$ cat src/rtl/gpio_evt_pkg.sv
package gpio_evt_pkg;
  localparam int OFS_EVT   = 'h0C;
  localparam int OFS_MASK  = 'h10;
  localparam int OFS_SNS_A = 'h14;
  localparam int OFS_SNS_B = 'h18;

  typedef enum logic [1:0] {
    SNS_BOTH     = 2'b00,
    SNS_RISE     = 2'b01,
    SNS_FALL     = 2'b10,
    SNS_BOTH_ALT = 2'b11
  } sns_code_e;
endpackage

$ cat src/rtl/gpio_sense_cfg.sv
module gpio_sense_cfg
  import gpio_evt_pkg::*;
#(
  parameter int NPINS      = 32,
  parameter int ADDR_W     = 8,
  parameter bit SENSE_WIDE = 1'b0
) (
  input  logic              clk_i,
  input  logic              rst_ni,
  input  logic              wr_en_i,
  input  logic [ADDR_W-1:0] addr_i,
  input  logic [NPINS-1:0]  wdata_i,
  output logic [NPINS-1:0]  sns_a_o,
  output logic [NPINS-1:0]  sns_b_o,
  output logic [NPINS-1:0]  rise_en_o,
  output logic [NPINS-1:0]  fall_en_o
);
  localparam int PER_REG = NPINS / 2;

  logic [NPINS-1:0] sns_a_q;

  always_ff @(posedge clk_i or negedge rst_ni) begin
    if (!rst_ni)                                           sns_a_q <= '0;
    else if (wr_en_i && addr_i == ADDR_W'(OFS_SNS_A))      sns_a_q <= wdata_i;
  end
  assign sns_a_o = sns_a_q;

  if (SENSE_WIDE) begin : g_wide
    logic [NPINS-1:0] sns_b_q;
    always_ff @(posedge clk_i or negedge rst_ni) begin
      if (!rst_ni)                                         sns_b_q <= '0;
      else if (wr_en_i && addr_i == ADDR_W'(OFS_SNS_B))    sns_b_q <= wdata_i;
    end
    assign sns_b_o = sns_b_q;

    for (genvar n = 0; n < NPINS; n++) begin : g_pin
      localparam int SH = (PER_REG - 1 - (n % PER_REG)) * 2;
      sns_code_e code;
      if (n < PER_REG) begin : g_lo
        assign code = sns_code_e'(sns_a_q[SH +: 2]);
      end else begin : g_hi
        assign code = sns_code_e'(sns_b_q[SH +: 2]);
      end
      assign rise_en_o[n] = (code != SNS_FALL);
      assign fall_en_o[n] = (code != SNS_RISE);
    end
  end else begin : g_compact
    assign sns_b_o = '0;
    for (genvar n = 0; n < NPINS; n++) begin : g_pin
      assign rise_en_o[n] = ~sns_a_q[NPINS-1-n];
      assign fall_en_o[n] = 1'b1;
    end
  end
endmodule

$ cat src/rtl/gpio_edge_det.sv
module gpio_edge_det #(
  parameter int NPINS = 32
) (
  input  logic             clk_i,
  input  logic             rst_ni,
  input  logic [NPINS-1:0] pin_i,
  input  logic [NPINS-1:0] rise_en_i,
  input  logic [NPINS-1:0] fall_en_i,
  output logic [NPINS-1:0] edge_o
);
  logic [NPINS-1:0] prev_q;
  logic             vld_q;

  always_ff @(posedge clk_i or negedge rst_ni) begin
    if (!rst_ni) begin
      prev_q <= '0;
      vld_q  <= 1'b0;
    end else begin
      prev_q <= pin_i;
      vld_q  <= 1'b1;
    end
  end

  // prev_q is meaningless until one sample has been taken
  assign edge_o = vld_q ? (( pin_i & ~prev_q & rise_en_i) |
                           (~pin_i &  prev_q & fall_en_i)) : '0;

  assert_edge_on_change_R10: assert property (@(posedge clk_i) disable iff (!rst_ni)
    (edge_o != '0) |-> ((edge_o & ~(pin_i ^ $past(pin_i))) == '0));
endmodule

$ cat src/rtl/gpio_evt_bank.sv
module gpio_evt_bank #(
  parameter int NPINS = 32
) (
  input  logic             clk_i,
  input  logic             rst_ni,
  input  logic [NPINS-1:0] edge_i,
  input  logic [NPINS-1:0] clr_i,
  input  logic             mask_wr_i,
  input  logic [NPINS-1:0] mask_wdata_i,
  output logic [NPINS-1:0] evt_o,
  output logic [NPINS-1:0] mask_o,
  output logic             irq_o
);
  logic [NPINS-1:0] evt_set, ev_q, mask_q;

  // pin n lands on register bit NPINS-1-n
  for (genvar n = 0; n < NPINS; n++) begin : g_map
    assign evt_set[NPINS-1-n] = edge_i[n];
  end

  always_ff @(posedge clk_i or negedge rst_ni) begin
    if (!rst_ni) begin
      ev_q   <= '0;
      mask_q <= '0;
    end else begin
      ev_q <= (ev_q & ~clr_i) | evt_set;
      if (mask_wr_i) mask_q <= mask_wdata_i;
    end
  end

  assign evt_o  = ev_q;
  assign mask_o = mask_q;
  assign irq_o  = |(ev_q & mask_q);

  assert_sticky_R3: assert property (@(posedge clk_i) disable iff (!rst_ni)
    ($past(ev_q & ~clr_i) & ~ev_q) == '0);
  assert_edge_wins_R4: assert property (@(posedge clk_i) disable iff (!rst_ni)
    ($past(evt_set) & ~ev_q) == '0);
  assert_irq_cause_R5: assert property (@(posedge clk_i) disable iff (!rst_ni)
    $rose(irq_o) |-> ($past(mask_wr_i) || ($past(evt_set) != '0)));
endmodule

$ cat src/rtl/gpio_evt_irq.sv
module gpio_evt_irq
  import gpio_evt_pkg::*;
#(
  parameter int NPINS      = 32,
  parameter int ADDR_W     = 8,
  parameter bit SENSE_WIDE = 1'b0
) (
  input  logic              clk_i,
  input  logic              rst_ni,
  input  logic [NPINS-1:0]  pin_i,
  input  logic              wr_en_i,
  input  logic [ADDR_W-1:0] addr_i,
  input  logic [NPINS-1:0]  wdata_i,
  output logic [NPINS-1:0]  rdata_o,
  output logic              irq_o
);
  logic [NPINS-1:0] sns_a, sns_b, rise_en, fall_en, edges, evt, mask, clr;
  logic             mask_wr;

  assign clr     = (wr_en_i && addr_i == ADDR_W'(OFS_EVT)) ? wdata_i : '0;
  assign mask_wr = wr_en_i && addr_i == ADDR_W'(OFS_MASK);

  gpio_sense_cfg #(.NPINS(NPINS), .ADDR_W(ADDR_W), .SENSE_WIDE(SENSE_WIDE)) u_cfg (
    .clk_i, .rst_ni, .wr_en_i, .addr_i, .wdata_i,
    .sns_a_o(sns_a), .sns_b_o(sns_b), .rise_en_o(rise_en), .fall_en_o(fall_en)
  );

  gpio_edge_det #(.NPINS(NPINS)) u_det (
    .clk_i, .rst_ni, .pin_i, .rise_en_i(rise_en), .fall_en_i(fall_en), .edge_o(edges)
  );

  gpio_evt_bank #(.NPINS(NPINS)) u_bank (
    .clk_i, .rst_ni, .edge_i(edges), .clr_i(clr), .mask_wr_i(mask_wr),
    .mask_wdata_i(wdata_i), .evt_o(evt), .mask_o(mask), .irq_o
  );

  always_comb begin
    rdata_o = '0;
    if      (addr_i == ADDR_W'(OFS_EVT))   rdata_o = evt;
    else if (addr_i == ADDR_W'(OFS_MASK))  rdata_o = mask;
    else if (addr_i == ADDR_W'(OFS_SNS_A)) rdata_o = sns_a;
    else if (addr_i == ADDR_W'(OFS_SNS_B)) rdata_o = sns_b;
  end

  assert_mask_gate_R6: assert property (@(posedge clk_i) disable iff (!rst_ni)
    (mask == '0) |-> !irq_o);
endmodule

$ cat config.mk
export PLATFORM = sky130hd
export DESIGN_NAME = gpio_evt_irq
export DESIGN_NICKNAME = d
export VERILOG_FILES = /design/src/rtl/gpio_evt_pkg.sv /design/src/rtl/gpio_sense_cfg.sv /design/src/rtl/gpio_edge_det.sv /design/src/rtl/gpio_evt_bank.sv /design/src/rtl/gpio_evt_irq.sv
export SDC_FILE = /design/constraint.sdc
export NUM_CORES = 1
export LEC_CHECK = 0
export ABC_AREA = 1
export BUFFER_PORTS_ARGS = -buffer_cell sky130_fd_sc_hd__buf_2
export CORE_ASPECT_RATIO = 1.2
export CORE_MARGIN = 1
export CORE_UTILIZATION = 56
export DETAILED_ROUTE_END_ITERATION = 6
export GPL_TIMING_DRIVEN = 0
export PLACE_DENSITY = 0.84
export SLEW_MARGIN = 15
export SYNTH_ARGS = -nofsm -noshare
export SYNTH_HDL_FRONTEND = slang
export SYNTH_SLANG_ARGS = --single-unit
$ cat constraint.sdc
create_clock -name clk_i -period 1.2 [get_ports clk_i]
set_input_delay 0.06 -clock clk_i [delete_from_list [all_inputs] [get_ports clk_i]]
set_output_delay 0.06 -clock clk_i [all_outputs]
set_load 0.01 [all_outputs]
After elaboration in Yosys (flattened, before gate mapping) --
Cells that the tools add are included. W data, S select, Z words.
Operators by class: equal/unequal tests 3, bitwise logic cells 42, mux-type cells 5, reductions and logical operators 4
Operator list (number):
- $and A32 B32 Y32 | 5
- $mux W32 | 5
- $not A32 Y32 | 3
- $or A32 B32 Y32 | 2
- $not A1 Y1 | 32
- $reduce_or A32 Y1 | 1
- $eq A8 B5 Y1 const B | 2
- $eq A8 B4 Y1 const B | 1
- $logic_and A1 B1 Y1 | 3
Word-level totals: output and inout bits 33, logic and storage cells 59, flip-flop bits (word level) 129, input port bits 75

Longest topological paths before layout --
Gate-level depths: netlist (run 1).
depth after elaboration 6, gate-level depth with buffers 8, mapped depth without buffers 7

Cells and area by module --
From an unflattened synthesis (run 1), not the netlist that was laid out.
Unflattened totals: cells, all modules 1012, area total of the unflattened synthesis 8498.2 sq um
Modules (own cells, without submodules):
- gpio_evt_bank | instances 1, area each 2742.6 sq um, seq. area each 1601.5 sq um, cells each 227
- gpio_sense_cfg | instances 1, area each 2019.4 sq um, seq. area each 800.8 sq um, cells each 248
- gpio_evt_irq | instances 1, area each 1984.4 sq um, seq. area each 0.0 sq um, cells each 276
- gpio_edge_det | instances 1, area each 1751.7 sq um, seq. area each 825.8 sq um, cells each 261

Least setup slack after synthesis (run 1) --
OpenSTA, ideal clock, no wires.
path type input -> output, from input addr_i[0], to output rdata_o[10], arrival time 0.953 ns, buffers on the path 1, required time 1.140 ns, slack 0.187 ns, stages on the path 6, path through inv_1 > nand2_2 > nor2_2 > clkbuf_1 > nand3_1 > nand3_1
On the way: cells in the longest elaborated chain, start to end 4, elaborated cells on any way between the ends 6, those cells by class eq/ne (3); mux (3)
RTL lines:
- from (decl) | line gpio_evt_irq.sv:12 | input logic [ADDR_W-1:0] addr_i,
- $eq A8 B5 Y1 | line gpio_evt_irq.sv:41 | else if (addr_i == ADDR_W'(OFS_SNS_A)) rdata_o = sns_a;
- $mux W32 | line gpio_evt_irq.sv:41
- $mux W32 | line gpio_evt_irq.sv:40 | else if (addr_i == ADDR_W'(OFS_MASK)) rdata_o = mask;
- $mux W32 (*) | line gpio_evt_irq.sv:39 | if (addr_i == ADDR_W'(OFS_EVT)) rdata_o = evt;
- to (decl) | line gpio_evt_irq.sv:14 | output logic [NPINS-1:0] rdata_o,
Every way passes the cells marked *; elsewhere a longest branch is shown, timed or not.

Final worst setup path (run 1) --
from register u_bank.ev_q[24] (netlist: u_bank.evt_o[24]), to output irq_o
On the way: cells in the longest elaborated chain, start to end 2
RTL lines:
- from (decl) | line gpio_evt_bank.sv:14 | logic [NPINS-1:0] evt_set, ev_q, mask_q;
- from (signal assigned) | line gpio_evt_bank.sv:26 | ev_q <= (ev_q & ~clr_i) | evt_set;
- $and A32 B32 Y32 | line gpio_evt_bank.sv:33 | assign irq_o = |(ev_q & mask_q);
- $reduce_or A32 Y1 | line gpio_evt_bank.sv:33
- to (decl) | line gpio_evt_irq.sv:15 | output logic irq_o
No other way between the ends.

==> key figures, run 1 <==
Place
  • Port Buffers: 106
  • DP Area: 6900 um2
  • DP HPWL: 11000 um
  • GPL Wtd Cong: 0.810
  • Pre-CTS setup slack: -0.483 ns
  • Placed cells: 1015

Logic synthesis
  • Yosys warnings: 0
  • Async SR Flop Fraction: 100%
  • Mean area per synthesized cell: 7.92 um2
  • Post-synthesis cell area: 6170 um2
  • Synthesized flop and latch total: 129
  • Cells after Synth: 779
  • Syn nets: 854
  • Synth top area cells: dfrtp_1 52%, nand2_1 18%, nand3_1 8.4%, nand3b_1 3.9%, inv_1 3.0%
  • Post-synth EDFFs: 0
  • Synth area leader: dfrtp_1
  • Most common cell in the netlist: nand2_1
  • Yosys cell types: 24
  • Commonest cells in the netlist: 300 x nand2_1, 129 x dfrtp_1, 104 x nand3_1
  • Seq/Total Area, Yosys: 52.3%
  • Top_reg_cell synth: dfrtp_1
  • Post-synth top area share: 52.3%

Pwr
  • Final total power: 11.3 mW
  • Leak Pwr: 4.55 nW
  • Worst vdd ir: 0.000880 V
  • Power Density: 1240 nW/um2

Drt
  • Via count: 7421
  • Drt pass-1 iters: 7
  • Remaining antenna violation count after routing: 0
  • Routed WL: 24500 um
  • Post-detailed-route wirelength per cell: 21.2 um
  • Initial drt markers: 982
  • Vias per cell: 6.43
  • DRC: 18

Critical path
  • Crit-path cells: nand2_1 -> nand2_1 -> nor2_1 -> nand2_1 -> nor3_2 -> nand2_1 -> buf_2
  • WP data arrival: 1.67 ns
  • CP Launch Type: flip-flop
  • Slowest cell on crit path: dfrtp_1
  • Crit Path Class: flip-flop to output pin
  • Crit path capture type: output pin
  • Worst path bufs/invs: 1
  • Reg-to-Reg Start: u_det.vld_q
  • Delay-heaviest family, CP: simple AND/OR/NAND/NOR gates
  • CP required: 1.14 ns
  • R2R depth: 3
  • R2R setup slack: 0.07 ns
  • CP most frequent cell: nand2_1
  • Terminus of the critical flop-to-flop path: u_bank.evt_o[14]
  • Crit-path max FO: 3
  • Crit path largest cell delay: 0.43 ns

GRT
  • Global-route wire length before repair: 30300 um
  • Tot GR Track Use: 34.5%
  • Initial antenna violation count: 0
  • Pin count of the biggest net entering global routing: 67
  • Number of global-route vias before repair: 6401
  • Grt ovf: 0

Final layout
  • Final nets: 1088
  • Area of the multi-input gates: 2870 um2
  • Register area: 3230 um2
  • Filler instances: 479
  • Non-filler instance count after layout: 1155
  • Layout cells sized above 1: 28.1%
  • Fin util: 85.5%
  • N_diodes: 0
  • Design area: 9080 um2
  • Layout area overhead: 47.2%

Worst hold path
  • Hold EP: u_bank.evt_o[31]
  • Hold/Removal Path Class: input pin to flip-flop
  • Hold depth: 4
  • Hold path start: wr_en_i

Clock network
  • Number of sinks on the clock net: 129
  • CTS tree: built
  • Clk pin slew, worst setup/hold paths: 0.06 ns
  • TritonCTS buffer count: 17
  • Clock Path Buffers: 2
  • CTS HTree Levels: 4
  • Worst skew pair latency: 0.42 ns
  • CTS Root Cell: clkbuf_16

Floorplan
  • Row count: 41
  • Die Span X: 97.8 um
  • Die ar.: 11400 um2
  • Starting density of the core: 58.1%
  • DIE HEIGHT: 117 um
  • Boundary Pins: 108
  • Core area: 10600 um2

Timing
  • Relative slew slack: 58.6%
  • Fin. max-slew vios: 0
  • Clock Skew: 0.00707 ns
  • Final Hold Fails: 0
  • Hold_ws: 0.135 ns
  • Minimum clock period: 1.73 ns
  • Setup Viol. Count Final: 36
  • Final critical-path setup slack: -0.532 ns
  • FMAX: 0.577 GHz
  • Setup tns final: -2.84 ns
  • Worst Tran Pin Value: 0.620 ns
  • Final period utilization: 144%
  • Setup repair after global routing missed its margin: yes

Status
  • Status: complete, but fails checks
  • Failing checks: design-rule violations, negative setup slack

Flow run
  • Max-cap violations: 0
-- where the power goes --
| part | switching, mW | leakage (nW) | internal [mW] |
|---|---|---|---|
| clock network | 2.12 | 0.279 | 3.28 |
| registers | 0.161 | 1.40 | 4.56 |
| logic | 0.680 | 2.88 | 0.490 |
| total | 2.97 | 4.55 | 8.33 |
-- cell type report --
class | instances | share of cell area [%]
Sequential cell | 129 | 35.6
Timing Repair Buffer | 214 | 19.3
Buffer | 34 | 2.69
Clock inverter | 15 | 2.03
Multi-Input combinational cell | 565 | 31.6
Clock buffer | 17 | 4.69
Tap cell | 129 | 1.78
Inverter | 52 | 2.43
-- logic make-up after synthesis --
family | share of synthesized area (%)
flops | 52.3
compound gates | 7.95
buf+inv | 6.12
simple gates | 33.5
other cells | 0.0608
-- worst min-delay path, delay by kind of cell --
family                 cells  cell delay [ns]
AND/OR/NAND/NOR            3             0.28
buffers and inverters      1             0.18
-- how the worst max path moves through the flow --
stage | from | endpoint | slack [ns] | cells past startpoint
after floorplan | addr_i[0] | rdata_o[10] | 0.19 | 6
after global placement | rst_ni | u_det.prev_q[16] | -1.66 | 1
after detailed placement | addr_i[6] | rdata_o[22] | -0.48 | 8
after CTS | u_bank.mask_o[31] | irq_o | -0.40 | 7
after global routing | u_bank.evt_o[30] | irq_o | -0.54 | 7
final | u_bank.evt_o[24] | irq_o | -0.53 | 7
-- layout by cell type (no fill, tap or decap), types with 3 or more instances in the layout --
cell type      synthesis  routed
inv_1                 49      41
nor2_1                10       9
o21ai_0               36      35
bufinv_16              0       3
inv_6                  0       3
or2_4                  0       4
nand3b_1              32      32
buf_8                  0       6
nand3_1              104      74
a21oi_1               32      32
nor2_4                 5       7
clkbuf_2               0       3
clkbuf_16              0      19
dlygate4sd3_1          0      65
nand2_1              300     277
buf_4                  5      30
buf_6                  3      32
nand3_2                0      30
buf_2                 11      95
inv_2                  2       9
clkbuf_1              13       8
clkinvlp_4             0       6
nand2_2                3      22
o21ai_1               30      31
dfrtp_1              129     129
nand2_4                0       3
-- registers in the layout, indices dropped and copies added (netlist names) --
name           flops
u_det.vld_q        1
u_bank.mask_o     32
u_det.prev_q      32
u_cfg.sns_a_o     32
u_bank.evt_o      32
-- timing repair --
| action | in CTS | in global routing |
|---|---|---|
| pin swaps | 20 | 45 |
| endpoints found under the hold margin | 191 | 0 |
| gates resized for setup | 53 | 99 |
| hold buffers | 65 | 0 |
| buffers inserted | 16 | 20 |
| gates cloned | 2 | 5 |
| setup endpoints to repair | 61 | 33 |
-- routing by layer --
metal	routed length (um)	vias to the layer above	global-route usage, %
li1	-	3003	-
met3	2880	226	6.95
met1	7930	3440	39.6
met4	1770	0	17.6
met2	11900	752	61.9
met5	0	-	0
(Power assumes the default switching activity.)
==> run 2: changes to the inputs <==
--- a/config.mk
+++ b/config.mk
@@ -13,6 +13,7 @@
 export DETAILED_ROUTE_END_ITERATION = 6
 export GPL_TIMING_DRIVEN = 0
 export PLACE_DENSITY = 0.84
+export SETUP_SLACK_MARGIN = 0.2
 export SLEW_MARGIN = 15
 export SYNTH_ARGS = -nofsm -noshare
 export SYNTH_HDL_FRONTEND = slang
==> key figures, run 2 (synthesized netlist as in run 1, its figures left out) <==
Drt
  • Drt pass-1 iters: 7 (unchanged)
  • Routed WL: 23100 um (was 24500 um)
  • DRC: 36 (was 18)
  • Via count: 7098 (was 7421)
  • Remaining antenna violation count after routing: 0 (unchanged)
  • Vias per cell: 6.18 (was 6.43)
  • Post-detailed-route wirelength per cell: 20.1 um (was 21.2 um)
  • Initial drt markers: 1050 (was 982)

Floorplan
  • Starting density of the core: 58.1% (unchanged)
  • Die ar.: 11400 um2 (unchanged)
  • Core area: 10600 um2 (unchanged)
  • DIE HEIGHT: 117 um (unchanged)
  • Boundary Pins: 108 (unchanged)
  • Die Span X: 97.8 um (unchanged)
  • Row count: 41 (unchanged)

Status
  • Status: complete, but fails checks (unchanged)
  • Failing checks: design-rule violations, negative setup slack (unchanged)

GRT
  • Tot GR Track Use: 35.9% (was 34.5%)
  • Pin count of the biggest net entering global routing: 72 (was 67)
  • Global-route wire length before repair: 31400 um (was 30300 um)
  • Initial antenna violation count: 0 (unchanged)
  • Grt ovf: 0 (unchanged)
  • Number of global-route vias before repair: 6621 (was 6401)

Clock network
  • CTS tree: built (unchanged)
  • CTS Root Cell: clkbuf_16 (unchanged)
  • Clk pin slew, worst setup/hold paths: 0.06 ns (about the same)
  • Worst skew pair latency: 0.42 ns (about the same)
  • Number of sinks on the clock net: 129 (unchanged)
  • TritonCTS buffer count: 17 (unchanged)
  • Clock Path Buffers: 2 (unchanged)
  • CTS HTree Levels: 4 (unchanged)

Pwr
  • Worst vdd ir: 0.00108 V (was 0.000880 V)
  • Internal Power: 8.49 mW (was 8.33 mW)
  • Clock power frac: 47.5% (was 47.9%)
  • Flop pwr share: 42.3% (was 41.8%)
  • Sw Share: 23.9% (was 26.3%)
  • Sw Pwr: 2.67 mW (was 2.97 mW)
  • Power Density: 1230 nW/um2 (was 1240 nW/um2)
  • Combinational power share: 10.3% (was 10.4%)
  • Leak Pwr: 4.57 nW (was 4.55 nW)

Timing
  • Setup Viol. Count Final: 26 (was 36)
  • Final period utilization: 143% (was 144%)
  • Clock Skew: 0.00911 ns (was 0.00707 ns)
  • FMAX: 0.581 GHz (was 0.577 GHz)
  • Setup repair after global routing missed its margin: yes (unchanged)
  • Worst Tran Pin Value: 0.586 ns (was 0.620 ns)
  • Hold_ws: 0.0769 ns (was 0.135 ns)
  • Minimum clock period: 1.72 ns (was 1.73 ns)
  • Relative slew slack: 61.0% (was 58.6%)
  • Fin. max-slew vios: 0 (unchanged)
  • Final Hold Fails: 0 (unchanged)
  • Final critical-path setup slack: -0.522 ns (was -0.532 ns)

Flow run
  • Max-cap violations: 0 (unchanged)

Place
  • Port Buffers: 106 (unchanged)
  • DP HPWL: 11200 um (was 11000 um)
  • GPL Wtd Cong: 0.823 (was 0.810)
  • Placed cells: 1015 (unchanged)

Final layout
  • Layout area overhead: 46.9% (was 47.2%)
  • Non-filler instance count after layout: 1148 (was 1155)
  • Final nets: 1083 (was 1088)
  • Layout cells sized above 1: 28.8% (was 28.1%)
  • Commonest non-fill, non-tap cell in the layout: nand2_1 (unchanged)
  • Most frequent cells in the layout: 267 x nand2_1, 129 x dfrtp_1, 89 x buf_2, 76 x nand3_1, 65 x dlygate4sd3_1 (was 277 x nand2_1, 129 x dfrtp_1, 95 x buf_2, 74 x nand3_1, 65 x dlygate4sd3_1)
  • Fin util: 85.4% (was 85.5%)

Critical path
  • Slowest cell on crit path: dfrtp_1 (unchanged)
  • Crit Path Class: flip-flop to output pin (unchanged)
  • Crit-path max FO: 3 (unchanged)
  • CP most frequent cell: nand2_1 (unchanged)
  • R2R depth: 3 (unchanged)
  • Terminus of the critical flop-to-flop path: u_bank.evt_o[26] (was u_bank.evt_o[14])
  • CP required: 1.14 ns (about the same)
  • Crit path capture type: output pin (unchanged)
  • WP data arrival: 1.66 ns (was 1.67 ns)
  • Reg-to-Reg Start: u_det.vld_q (unchanged)
  • R2R setup slack: 0.21 ns (was 0.07 ns)
  • Crit-path cells: nand2_1 -> nand2_1 -> nor2_2 -> nand2_1 -> nor3_2 -> nand2_1 -> buf_2 (was nand2_1 -> nand2_1 -> nor2_1 -> nand2_1 -> nor3_2 -> nand2_1 -> buf_2)
  • CP Launch Type: flip-flop (unchanged)
  • Crit path largest cell delay: 0.40 ns (was 0.43 ns)

Worst hold path
  • Hold path start: wr_en_i (unchanged)
  • Hold depth: 4 (unchanged)
  • Hold EP: u_bank.evt_o[0] (was u_bank.evt_o[31])
  • Hold/Removal Path Class: input pin to flip-flop (unchanged)
==> run 2: how the worst max path moves through the flow <==
stage               slack (ns)          endpoint  cells past startpoint               from
floorplan                 0.19       rdata_o[10]                      6          addr_i[6]
global placement         -1.66  u_det.prev_q[14]                      1             rst_ni
detailed placement       -0.42       rdata_o[19]                      8          addr_i[6]
CTS                      -0.43             irq_o                      7   u_bank.evt_o[25]
global route             -0.53             irq_o                      7   u_bank.mask_o[1]
finish                   -0.52             irq_o                      7  u_bank.mask_o[25]
==> run 2: layer usage <==
metal | global-route usage, % | vias to the layer above | routed length (um)
li1 | - | 2986 | -
met1 | 42.3 | 3283 | 7800
met2 | 61.9 | 634 | 11200
met3 | 7.19 | 195 | 2510
met4 | 21.6 | 0 | 1590
met5 | 0 | - | 0
==> run 2: area by class of cell <==
| cell class | count | area [um2] |
|---|---|---|
| Timing Repair Buffer | 209 | 1720 |
| Tap cell | 129 | 161 |
| Multi-Input combinational cell | 565 | 2880 |
| Buffer | 34 | 260 |
| Antenna cell | 1 | 2.50 |
| Sequential cell | 129 | 3230 |
| Fill cell | 506 | 1550 |
| Inverter | 52 | 225 |
| Clock buffer | 23 | 488 |
| Clock inverter | 6 | 105 |
==> run 2: per-stage QoR <==
stage	TNS [ns]	power, mW	cell area (um2)	setup WS (ns)
2_1_floorplan	0	5.11	6170	0.193
3_3_place_gp	-238.98	5.51	6860	-1.66
4_1_cts	-1.22	10.9	8510	-0.428
3_5_place_dp	-27.53	5.55	6900	-0.424
6_report	-2.13	11.2	9070	-0.522
5_1_grt	-2.93	11.4	9060	-0.531
==> run 2: worst max-delay path, delay by kind of cell, from the launching register on <==
| family | cells | cell delay (ns) |
|---|---|---|
| buffers and inverters | 1 | 0.15 |
| AND/OR/NAND/NOR | 6 | 0.67 |
| flip-flops | 1 | 0.40 |
==> run 2: timing repair <==
item,4_1_cts,5_1_grt
cloned,2,6
setup endpoints to repair,97,191
hold endpoints to repair,186,0
buffers inserted,14,16
pin swaps,37,34
hold buffers,65,0
gates resized for setup,73,117
==> run 2: power groups by stage <==
stage / logic [mW] / clock network [mW] / registers [mW]
floorplan: 0.391 / 0 / 4.72
global placement: 0.765 / 0 / 4.75
detailed placement: 0.795 / 0 / 4.75
CTS: 1.01 / 5.24 / 4.68
global route: 1.23 / 5.48 / 4.73
finish: 1.15 / 5.30 / 4.71
==> run 3: changes to the inputs <==
--- a/config.mk
+++ b/config.mk
@@ -9,10 +9,10 @@
 export BUFFER_PORTS_ARGS = -buffer_cell sky130_fd_sc_hd__buf_2
 export CORE_ASPECT_RATIO = 1.2
 export CORE_MARGIN = 1
-export CORE_UTILIZATION = 56
+export CORE_UTILIZATION = 51
 export DETAILED_ROUTE_END_ITERATION = 6
 export GPL_TIMING_DRIVEN = 0
-export PLACE_DENSITY = 0.84
+export PLACE_DENSITY = 0.81
 export SETUP_SLACK_MARGIN = 0.2
 export SLEW_MARGIN = 15
 export SYNTH_ARGS = -nofsm -noshare
==> constraint.sdc (replaced) <==
create_clock -name clk_i -period 1.55 [get_ports clk_i]
set_input_delay 0.0775 -clock clk_i [delete_from_list [all_inputs] [get_ports clk_i]]
set_output_delay 0.0775 -clock clk_i [all_outputs]
set_load 0.01 [all_outputs]
==> key figures, run 3 (synthesized netlist as in run 1, its figures left out) <==
Status
  • Status: complete, but fails checks (unchanged)
  • Failing checks: negative setup slack (was design-rule violations, negative setup slack)

GRT
  • Global routing's busiest layer: met2 (unchanged)
  • Tot GR Track Use: 31.3% (was 35.9%)
  • Number of global-route vias before repair: 6403 (was 6621)
  • Pin count of the biggest net entering global routing: 75 (was 72)
  • Initial antenna violation count: 0 (unchanged)
  • Grt met3 use: 5.58% (was 7.19%)
  • Met1 usage: 36.0% (was 42.3%)
  • Met2 usage in global routing: 54.3% (was 61.9%)
  • Grt ovf: 0 (unchanged)
  • Global-route wire length before repair: 29200 um (was 31400 um)

Timing
  • Setup tns final: -0.254 ns (was -2.13 ns)
  • Fin. max-slew vios: 0 (unchanged)
  • Final period utilization: 116%
  • Minimum clock period: 1.80 ns
  • FMAX: 0.554 GHz
  • Final Hold Fails: 0 (unchanged)
  • Final critical-path setup slack: -0.254 ns (was -0.522 ns)
  • Worst Tran Pin Value: 0.587 ns (was 0.586 ns)
  • Clock Skew: 0.00620 ns (was 0.00911 ns)
  • Setup repair after global routing missed its margin: yes (unchanged)
  • Relative slew slack: 60.9% (was 61.0%)
  • Setup Viol. Count Final: 1 (was 26)

Critical path
  • Crit-path cells: inv_1 -> o21ai_1 -> nor2_1 -> nand2_1 -> nor2_2 -> nand2_1 -> buf_2 (was nand2_1 -> nand2_1 -> nor2_2 -> nand2_1 -> nor3_2 -> nand2_1 -> buf_2)
  • Slowest cell on crit path: dfrtp_1 (unchanged)
  • R2R setup slack: 0.45 ns (was 0.21 ns)
  • Crit path largest cell delay: 0.39 ns (was 0.40 ns)
  • WP data arrival: 1.73 ns (was 1.66 ns)
  • Crit path capture type: output pin (unchanged)
  • Reg-to-Reg Start: u_det.vld_q (unchanged)
  • CP Launch Type: flip-flop (unchanged)
  • CP Launch Point: u_bank.mask_o[0] (was u_bank.mask_o[25])
  • Crit Path Class: flip-flop to output pin (unchanged)
  • Crit-path max FO: 2 (was 3)
  • CP most frequent cell: nand2_1 (unchanged)
  • CP required: 1.47 ns (was 1.14 ns)

Pwr
  • Power Density: 949 nW/um2 (was 1230 nW/um2)
  • Worst vdd ir: 0.000923 V (was 0.00108 V)
  • Leak Pwr: 4.40 nW (was 4.57 nW)

Drt
  • Vias per cell: 5.61 (was 6.18)
  • Initial drt markers: 577 (was 1050)
  • Via count: 6530 (was 7098)
  • Post-detailed-route wirelength per cell: 16.7 um (was 20.1 um)
  • Remaining antenna violation count after routing: 0 (unchanged)
  • Drt pass-1 iters: 6 (was 7)
  • Routed WL: 19400 um (was 23100 um)
  • DRC: 0 (was 36)

Floorplan
  • Row count: 43 (was 41)
  • Starting density of the core: 52.8% (was 58.1%)
  • DIE HEIGHT: 122 um (was 117 um)
  • Boundary Pins: 108 (unchanged)
  • Die Span X: 102 um (was 97.8 um)
  • Die ar.: 12500 um2 (was 11400 um2)
  • Core area: 11700 um2 (was 10600 um2)

Clock network
  • Worst skew pair latency: 0.42 ns (about the same)
  • CTS HTree Levels: 4 (unchanged)
  • CTS tree: built (unchanged)
  • TritonCTS buffer count: 17 (unchanged)
  • Clock Path Buffers: 2 (unchanged)
  • Clk pin slew, worst setup/hold paths: 0.06 ns (about the same)
  • CTS Root Cell: clkbuf_16 (unchanged)
  • Number of sinks on the clock net: 129 (unchanged)

Final layout
  • N_diodes: 0 (was 1)
  • Most frequent cells in the layout: 291 x nand2_1, 129 x dfrtp_1, 102 x buf_2, 93 x nand3_1, 65 x dlygate4sd3_1 (was 267 x nand2_1, 129 x dfrtp_1, 89 x buf_2, 76 x nand3_1, 65 x dlygate4sd3_1)
  • Layout area overhead: 40.6% (was 46.9%)
  • Fin util: 74.3% (was 85.4%)
  • Final nets: 1070 (was 1083)
  • Layout cells sized above 1: 23.4% (was 28.8%)
  • Filler instances: 811 (was 506)
  • Commonest non-fill, non-tap cell in the layout: nand2_1 (unchanged)

Place
  • GPL Wtd Cong: 0.844 (was 0.823)
  • DP HPWL: 11300 um (was 11200 um)
  • Port Buffers: 106 (unchanged)

Worst hold path
  • Hold path start: wr_en_i (unchanged)
  • Hold/Removal Path Class: input pin to flip-flop (unchanged)

Flow run
  • Max-cap violations: 0 (unchanged)
run 3: cell count changes in the layout (fill, tap and decap cells not counted), moves of 11 or more:
cell,delta
buf_2,+13
nand2_1,+24
nand2_2,-26
nand3_1,+17
nand3_2,-17
o21ai_0,+11
o21ai_1,-11
run 3: worst paths after layout:
check,end,depth (start not counted)
worst min-delay path,u_bank.evt_o[31],4
min in group asynchronous,u_det.prev_q[5],2
worst max register to register,u_bank.evt_o[27],3
worst min register to register,u_bank.evt_o[8],2
worst max-delay path,irq_o,7
max in group asynchronous,u_cfg.sns_a_o[17],3
run 3: where the power goes:
part | internal [mW] | total [mW] | switching (mW) | leakage, nW
clock | 2.31 | 3.78 | 1.47 | 0.268
sequential | 3.53 | 3.63 | 0.102 | 1.40
combinational | 0.360 | 0.818 | 0.459 | 2.74
total | 6.20 | 8.23 | 2.03 | 4.40
run 3: per-stage QoR:
| step | cells | cell area (um2) | power, mW | setup WS (ns) | hold WS [ns] |
|---|---|---|---|---|---|
| after floorplan | 779 | 6170 | 3.96 | 0.502 | -0.218 |
| after global placement | 1042 | 6900 | 4.27 | -1.37 | 0.211 |
| after detailed placement | 1043 | 6930 | 4.30 | -0.115 | 0.0784 |
| after CTS | 1151 | 8300 | 8.20 | -0.0909 | 0.109 |
| after global routing | 1165 | 8670 | 8.52 | -0.249 | 0.159 |
| final | 1165 | 8670 | 8.23 | -0.254 | 0.131 |
run 3: layout make-up:
type,count,area (um2),share of cell area [%]
buffer,34,246,2.84
multi-input combinational,564,2720,31.4
clock inverter,10,85.1,0.981
sequential,129,3230,37.2
clock buffer,22,474,5.47
inverter,52,210,2.42
tap,157,196,2.26
timing repair buffer,197,1510,17.4
run 3: timing repair:
item	4_1_cts	5_1_grt
endpoints found under the hold margin	183	0
pin swaps	8	14
setup endpoints to repair	31	47
cloned	0	2
hold buffers	65	0
gates resized for setup	25	70
buffers inserted	11	12
run 3: per-layer routing:
| layer | routed length [um] | share of wire, % |
|---|---|---|
| met1 | 7100 | 37 |
| met2 | 9970 | 51 |
| met3 | 1400 | 7.2 |
| met4 | 941 | 4.8 |
| met5 | 0 | 0 |
run 3: critical path: cells and delay by family, from the launching register on:
family,cells,cell delay [ns]
AOI/OAI and AO/OA,1,0.12
DFF,1,0.39
buffers and inverters,2,0.28
and+or+nand+nor,4,0.51
